--- src/rtl/i2cflag_pkg.sv ---
package i2cflag_pkg;

    // register byte offsets (software decodes these)
    localparam logic [7:0] OFS_ENA  = 8'h04;
    localparam logic [7:0] OFS_DATA = 8'h10;
    localparam logic [7:0] OFS_STA1 = 8'h14;
    localparam logic [7:0] OFS_STA2 = 8'h18;

    // bit positions inside the first status word
    localparam int unsigned B_SB   = 0;
    localparam int unsigned B_ADDR = 1;
    localparam int unsigned B_BTF  = 2;
    localparam int unsigned B_RXF  = 6;
    localparam int unsigned B_TXE  = 7;
    localparam int unsigned B_ERR0 = 8;   // bus error, arb lost, ack fail follow
    localparam int unsigned N_ERR  = 3;

    // enable bits inside the enable register
    localparam int unsigned B_EN_ERR = 8;
    localparam int unsigned B_EN_EVT = 9;
    localparam int unsigned B_EN_BUF = 10;

    // busy bit inside the second status word
    localparam int unsigned B_BUSY = 1;

    typedef struct packed {
        logic [N_ERR-1:0] err;   // [0] bus error, [1] arb lost, [2] ack fail
        logic             txe;
        logic             rxf;
        logic             btf;
        logic             addr;
        logic             sb;
    } flag_t;

    typedef struct packed {
        logic any;
        logic ena_wr;
        logic sta1_rd;
        logic sta1_wr;
        logic sta2_rd;
        logic data_rd;
        logic data_wr;
    } acc_t;

    typedef enum logic {
        SEQ_IDLE,
        SEQ_ARMED
    } seq_t;

endpackage

--- src/rtl/i2cflag_decode.sv ---
module i2cflag_decode
    import i2cflag_pkg::*;
#(
    parameter int unsigned ADDR_W = 6
) (
    input  logic              rd,
    input  logic              wr,
    input  logic [ADDR_W-1:0] addr,
    output acc_t              acc
);
    logic hit_ena, hit_data, hit_sta1, hit_sta2;

    always_comb begin
        hit_ena  = (addr == OFS_ENA[ADDR_W-1:0]);
        hit_data = (addr == OFS_DATA[ADDR_W-1:0]);
        hit_sta1 = (addr == OFS_STA1[ADDR_W-1:0]);
        hit_sta2 = (addr == OFS_STA2[ADDR_W-1:0]);

        acc.any     = rd | wr;
        acc.ena_wr  = wr & hit_ena;
        acc.sta1_rd = rd & hit_sta1;
        acc.sta1_wr = wr & hit_sta1;
        acc.sta2_rd = rd & hit_sta2;
        acc.data_rd = rd & hit_data;
        acc.data_wr = wr & hit_data;
    end
endmodule

--- src/rtl/i2cflag_seq.sv ---
module i2cflag_seq
    import i2cflag_pkg::*;
(
    input  logic clk,
    input  logic rst_n,
    input  acc_t acc,
    input  logic sb_now,
    input  logic addr_now,
    output logic clr_sb,
    output logic clr_addr,
    output seq_t state
);
    seq_t state_nx;
    logic snap_sb, snap_addr;

    // state register and snapshot
    always_ff @(posedge clk or negedge rst_n) begin
        if (!rst_n) begin
            state     <= SEQ_IDLE;
            snap_sb   <= 1'b0;
            snap_addr <= 1'b0;
        end else begin
            state <= state_nx;
            if (acc.sta1_rd) begin
                snap_sb   <= sb_now;
                snap_addr <= addr_now;
            end
        end
    end

    // next state and clear outputs
    always_comb begin
        state_nx = state;
        clr_sb   = 1'b0;
        clr_addr = 1'b0;
        unique case (state)
            SEQ_IDLE: begin
                if (acc.sta1_rd) state_nx = SEQ_ARMED;
            end
            SEQ_ARMED: begin
                if (acc.sta1_rd) begin
                    state_nx = SEQ_ARMED;
                end else if (acc.any) begin
                    state_nx = SEQ_IDLE;
                    clr_sb   = acc.data_wr & snap_sb;
                    clr_addr = acc.sta2_rd & snap_addr;
                end
            end
        endcase
    end
endmodule

--- src/rtl/i2cflag_flags.sv ---
module i2cflag_flags
    import i2cflag_pkg::*;
(
    input  logic             clk,
    input  logic             rst_n,
    input  flag_t            set_vec,
    input  acc_t             acc,
    input  logic [N_ERR-1:0] err_wbits,
    input  logic             clr_sb,
    input  logic             clr_addr,
    input  logic             det_start,
    input  logic             det_stop,
    output flag_t            flags,
    output logic             busy
);
    always_ff @(posedge clk or negedge rst_n) begin
        if (!rst_n) begin
            flags.sb   <= 1'b0;
            flags.addr <= 1'b0;
            flags.btf  <= 1'b0;
            flags.rxf  <= 1'b0;
            flags.txe  <= 1'b0;
            busy       <= 1'b0;
        end else begin
            flags.sb   <= set_vec.sb   | (flags.sb   & ~clr_sb);
            flags.addr <= set_vec.addr | (flags.addr & ~clr_addr);
            flags.btf  <= set_vec.btf  | (flags.btf  & ~(acc.data_rd | acc.data_wr));
            flags.rxf  <= set_vec.rxf  | (flags.rxf  & ~acc.data_rd);
            flags.txe  <= set_vec.txe  | (flags.txe  & ~acc.data_wr);
            busy       <= det_start    | (busy       & ~det_stop);
        end
    end

    // error flags: cleared by writing zero to their bit
    for (genvar i = 0; i < N_ERR; i++) begin : g_err
        always_ff @(posedge clk or negedge rst_n) begin
            if (!rst_n) begin
                flags.err[i] <= 1'b0;
            end else begin
                flags.err[i] <= set_vec.err[i] |
                                (flags.err[i] & ~(acc.sta1_wr & ~err_wbits[i]));
            end
        end
    end
endmodule

--- src/rtl/i2cflag_ctl.sv ---
module i2cflag_ctl
    import i2cflag_pkg::*;
(
    input  logic     clk,
    input  logic     rst_n,
    input  logic     ena_wr,
    input  logic [2:0] ena_wbits,   // [0] error, [1] event, [2] buffer
    input  flag_t    flags,
    output logic [2:0] ena,
    output logic     irq_evt,
    output logic     irq_err
);
    always_ff @(posedge clk or negedge rst_n) begin
        if (!rst_n) ena <= 3'b000;
        else if (ena_wr) ena <= ena_wbits;
    end

    always_comb begin
        irq_evt = ena[1] & ((flags.sb | flags.addr | flags.btf) |
                            (ena[2] & (flags.txe | flags.rxf)));
        irq_err = ena[0] & (|flags.err);
    end
endmodule

--- src/rtl/i2cflag_top.sv ---
module i2cflag_top
    import i2cflag_pkg::*;
#(
    parameter int unsigned ADDR_W = 6,
    parameter int unsigned DATA_W = 16
) (
    input  logic              clk,
    input  logic              rst_n,
    input  logic              reg_rd,
    input  logic              reg_wr,
    input  logic [ADDR_W-1:0] reg_addr,
    input  logic [DATA_W-1:0] reg_wdata,
    output logic [DATA_W-1:0] reg_rdata,
    input  logic              set_start_sent,
    input  logic              set_addr_sent,
    input  logic              set_byte_done,
    input  logic              set_rx_full,
    input  logic              set_tx_empty,
    input  logic              set_bus_err,
    input  logic              set_arb_lost,
    input  logic              set_ack_fail,
    input  logic              det_start,
    input  logic              det_stop,
    output logic              irq_evt,
    output logic              irq_err
);
    acc_t       acc;
    flag_t      flags;
    flag_t      set_vec;
    logic       busy;
    logic       clr_sb, clr_addr;
    seq_t       seq_state;
    logic [2:0] ena;

    always_comb begin
        set_vec.sb     = set_start_sent;
        set_vec.addr   = set_addr_sent;
        set_vec.btf    = set_byte_done;
        set_vec.rxf    = set_rx_full;
        set_vec.txe    = set_tx_empty;
        set_vec.err[0] = set_bus_err;
        set_vec.err[1] = set_arb_lost;
        set_vec.err[2] = set_ack_fail;
    end

    i2cflag_decode #(.ADDR_W(ADDR_W)) u_dec (
        .rd   (reg_rd),
        .wr   (reg_wr),
        .addr (reg_addr),
        .acc  (acc)
    );

    i2cflag_seq u_seq (
        .clk      (clk),
        .rst_n    (rst_n),
        .acc      (acc),
        .sb_now   (flags.sb),
        .addr_now (flags.addr),
        .clr_sb   (clr_sb),
        .clr_addr (clr_addr),
        .state    (seq_state)
    );

    i2cflag_flags u_flg (
        .clk       (clk),
        .rst_n     (rst_n),
        .set_vec   (set_vec),
        .acc       (acc),
        .err_wbits (reg_wdata[B_ERR0 +: N_ERR]),
        .clr_sb    (clr_sb),
        .clr_addr  (clr_addr),
        .det_start (det_start),
        .det_stop  (det_stop),
        .flags     (flags),
        .busy      (busy)
    );

    i2cflag_ctl u_ctl (
        .clk       (clk),
        .rst_n     (rst_n),
        .ena_wr    (acc.ena_wr),
        .ena_wbits (reg_wdata[B_EN_BUF:B_EN_ERR]),
        .flags     (flags),
        .ena       (ena),
        .irq_evt   (irq_evt),
        .irq_err   (irq_err)
    );

    // read mux
    always_comb begin
        reg_rdata = '0;
        if (reg_addr == OFS_STA1[ADDR_W-1:0]) begin
            reg_rdata[B_SB]              = flags.sb;
            reg_rdata[B_ADDR]            = flags.addr;
            reg_rdata[B_BTF]             = flags.btf;
            reg_rdata[B_RXF]             = flags.rxf;
            reg_rdata[B_TXE]             = flags.txe;
            reg_rdata[B_ERR0 +: N_ERR]   = flags.err;
        end else if (reg_addr == OFS_STA2[ADDR_W-1:0]) begin
            reg_rdata[B_BUSY]            = busy;
        end else if (reg_addr == OFS_ENA[ADDR_W-1:0]) begin
            reg_rdata[B_EN_BUF:B_EN_ERR] = ena;
        end
    end
endmodule

--- config.mk ---
export PLATFORM = sky130hd
export DESIGN_NAME = i2cflag_top
export DESIGN_NICKNAME = d
export VERILOG_FILES = /design/src/rtl/i2cflag_pkg.sv /design/src/rtl/i2cflag_decode.sv /design/src/rtl/i2cflag_seq.sv /design/src/rtl/i2cflag_flags.sv /design/src/rtl/i2cflag_ctl.sv /design/src/rtl/i2cflag_top.sv
export SDC_FILE = /design/constraint.sdc
export NUM_CORES = 1
export LEC_CHECK = 0
export BUFFER_PORTS_ARGS = -buffer_cell sky130_fd_sc_hd__buf_2
export CAP_MARGIN = 20
export CORE_ASPECT_RATIO = 1.1
export CORE_UTILIZATION = 45
export DETAILED_ROUTE_END_ITERATION = 7
export PLACE_DENSITY = 0.93
export SYNTH_ARGS = -nofsm -noshare
export SYNTH_HDL_FRONTEND = slang
export SYNTH_HIERARCHICAL = 1
export SYNTH_SLANG_ARGS = --single-unit
--- constraint.sdc ---
create_clock -name clk -period 2.6 [get_ports clk]
set_clock_uncertainty 0.05 [all_clocks]
set_input_delay 0.26 -clock clk [delete_from_list [all_inputs] [get_ports clk]]
set_output_delay 0.26 -clock clk [all_outputs]
set_load 0.005 [all_outputs]
==> results_dict.tcl <==
set metrics [dict create \
    holdCritStartpoint "set_rx_full" \
    clk_transition_reported_paths_ns 0.09 \
    timing.final.setup_violations 0 \
    hold_violations 0 \
    layout_min_cycle_time_ns 1.64 \
    maximum_operating_frequency_ghz 0.610 \
    ioPinCount 54 \
    ys_warn_count 6 \
    cap_violations 0 \
    detail_route.drc_violations 0 \
    synth_simple_gate_area_share_pct 26.3 \
    global_route.peak_usage_layer "met2" \
    gp_routability_congestion 0.835 \
    power.net_switching_uw 120 \
    vdd_drop_max_mv 0.362 \
    cell_depth_of_the_worst_min_delay_path 2 \
    flow.area_growth_from_synthesis_pct 22.3 \
    synth.distinct_cells 28 \
    die_area_sq_um 2160 \
    final_clock_period_utilization_by_the_worst_path_pct 63.0 \
    endpoint_arrival_time_on_the_critical_path_ns 1.77 \
    synth.ff_latch_count 15 \
    cts_buffers 3 \
    totalWireLength_um 1860 \
    clkSinkCount 15 \
    drt-wirelength-per-cell_um 12.6 \
    preCtsSetupSlack_ns 0.658 \
    power.static_leakage_uw 0.000526 \
    drt.antenna.violating_nets 0 \
    synth_enable_flop_cells 0 \
    netSwitchingFraction_pct 25.9 \
    grt_total_usage_pct 19.4 \
    share_of_synthesized_cell_area_in_full_adder_half_adder_and_majority_cells_pct 0 \
    fin_cells 147 \
    first_pass_grt_wire_length_um 3110 \
    crit_start "reg_addr[1]" \
    insertion_delay_ns 0.28 \
    timing_worst_setup_path_type "in2reg" \
    root_buffer "sky130_fd_sc_hd__clkbuf_4" \
    antenna-diode-count 0 \
    fillers 152 \
    worstPathRequired_ns 2.73 \
    final-max-slew-violation-count 0 \
    rr_endpoint "u_flg/flags[0]$_DFF_PN0_" \
    syn-mean-instance-area_sq_um 10.6 \
    slowest_stage "sky130_fd_sc_hd__or4b_4" \
    core_area_sq_um 1820 \
    maximum_number_of_pins_on_one_net_before_global_route_repair 16 \
    die_width_um 44.4 \
    grt.met2_usage_pct 33.6 \
    cp-start-kind "input port" \
    post_drt_via_cell_ratio 5.25 \
    timing.critical_path.slowest_cell_delay_ns 0.56 \
    power_density_nw_per_um2 427 \
    post_synth_instance_area_sq_um 888 \
    pwr-share-comb_pct 16.0 \
    dp.cells 142 \
    chipHeight_um 48.6 \
    synth_top_family_by_area "simple AND/OR/NAND/NOR gates" \
    globalRoute.totalOverflow 0 \
    synth_compound_gate_area_share_pct 12.0 \
    placementRows 16 \
    place_hpwl_um 1470 \
    num_vias 772 \
    nets 157 \
    post_synth_inst_count 84 \
    grt_setup_unrepaired "false" \
    io_buffers 32 \
    cts_tree "built" \
    reg_to_reg_slack_setup_ns 1.54 \
    setup_tns_ns 0 \
    layout_common_cells "sky130_fd_sc_hd__buf_2 (32), sky130_fd_sc_hd__dfrtp_1 (15), sky130_fd_sc_hd__conb_1 (8), sky130_fd_sc_hd__a21o_1 (8)" \
    floorplan.initialDensity_pct 48.8 \
    p_int_uw 343 \
    ctsHtreeMaxLevel 1 \
    grt_pass1_vias 759 \
    r2r-start "u_seq/state$_DFF_PN0_" \
    timing.hold.worst_endpoint "u_flg/flags[3]$_DFF_PN0_" \
    post_route_cells_drive_above_1_share_pct 38.3 \
    synthXorXnorAreaFrac_pct 0 \
    setup_slack_ns 0.962 \
    muxShareOfSynthArea_pct 9.72 \
    drt_pre_antenna_iters 4 \
    run_status "completed" \
    synth-async-reset-ratio_pct 100 \
    rr_worst_depth 4 \
    antenna_found_initial 0 \
    p_seq_share_pct 55.0 \
    clkPwrFrac_pct 28.9 \
    worstHoldPathType "in2reg" \
    critical_path.cell_chain "buf_2 -> or4b_4 -> nor4b_2 -> mux2_1" \
    cts_setup_buffers 0 \
    initialDrtViolationCount 15 \
    crit_fanout 5 \
    worstSetupEndpointType "flip-flop" \
    proportion_of_synthesized_chip_area_in_sequential_cells_pct 42.3 \
    ys_dominant_reg_cell "sky130_fd_sc_hd__dfrtp_1" \
    gr_met1_demand_resource_pct 21.3 \
    cts-root-to-sink-buffers 2 \
    grt_use_met3_pct 4.10 \
    layout_commonest_cell "sky130_fd_sc_hd__buf_2" \
]
==> synthesized netlist by cell type, types with 2 or more instances <==
master,count,area (sq um)
sky130_fd_sc_hd__mux2_1,3,33.8
sky130_fd_sc_hd__a21o_1,8,60.1
sky130_fd_sc_hd__nand3b_1,4,30.0
sky130_fd_sc_hd__nor2_1,4,15.0
sky130_fd_sc_hd__mux2i_1,3,30.0
sky130_fd_sc_hd__and3_1,6,37.5
sky130_fd_sc_hd__buf_4,8,60.1
sky130_fd_sc_hd__mux2_2,2,22.5
sky130_fd_sc_hd__nor3_1,4,20.0
sky130_fd_sc_hd__nand2b_1,5,31.3
sky130_fd_sc_hd__inv_1,6,22.5
sky130_fd_sc_hd__dfrtp_1,15,375
==> critical path, delay by kind of cell <==
kind,cells,cell delay [ns]
AND/OR/NAND/NOR,2,1.00
multiplexers,1,0.37
buffers and inverters,1,0.14
==> registers in the layout, summed over array words and instances, names as in the netlist <==
signal           flops
u_flg/busy           1
u_ctl/ena            3
u_flg/flags          8
u_seq/snap_sb        1
u_seq/snap_addr      1
u_seq/state          1
==> routing by layer <==
metal	wire length, um	vias up	part of all wire (%)
li1	-	353	-
met1	698	372	38
met2	997	43	54
met3	122	4	6.6
met4	37	0	2.0
met5	0	-	0
==> layout make-up <==
class / instances / area [sq um] / share of cell area [%]
Inverter: 6 / 22.5 / 2.07
Clock buffer: 3 / 22.5 / 2.07
Sequential cell: 15 / 375 / 34.6
Timing Repair Buffer: 33 / 170 / 15.7
Tap cell: 27 / 33.8 / 3.11
Multi-Input combinational cell: 62 / 457 / 42.1
Clock inverter: 1 / 5.00 / 0.461
==> what timing repair did <==
item                      4_1_cts  5_1_grt
gates resized for setup         0        0
hold endpoints to repair       15        0
hold buffers                    1        0
==> cell families after synthesis <==
logic type      count (synthesis)
simple gates                   32
flops                          15
mux                             8
buf+inv                        14
other cells                     1
compound gates                 14
==> stage by stage <==
stage	hold WS (ns)	cell area, sq um	utilization [%]	total power, uW
final	0.0976	1090	59.6	464
after global routing	0.0913	1090	59.6	488
after CTS	0.0941	1090	59.6	466
after detailed placement	0.133	1050	57.6	332
after global placement	0.123	1050	57.6	329
after floorplan	-0.0856	915	-	301
==> how the worst max path moves through the flow <==
stage	end	cells after the start
after floorplan	u_ctl/ena[0]$_DFFE_PN0P_	3
after global placement	u_ctl/ena[1]$_DFFE_PN0P_	4
after detailed placement	u_ctl/ena[0]$_DFFE_PN0P_	4
after CTS	u_ctl/ena[0]$_DFFE_PN0P_	4
after global routing	u_ctl/ena[1]$_DFFE_PN0P_	4
final	u_ctl/ena[0]$_DFFE_PN0P_	4
==> power groups by stage <==
stage	logic [uW]	registers, uW	clock network (uW)
finish	74.3	255	134
global route	82.5	257	149
CTS	74.2	255	137
detailed placement	72.5	260	0
global placement	70.1	259	0
floorplan	44.4	257	0
Power figures use the tool's default switching activity.
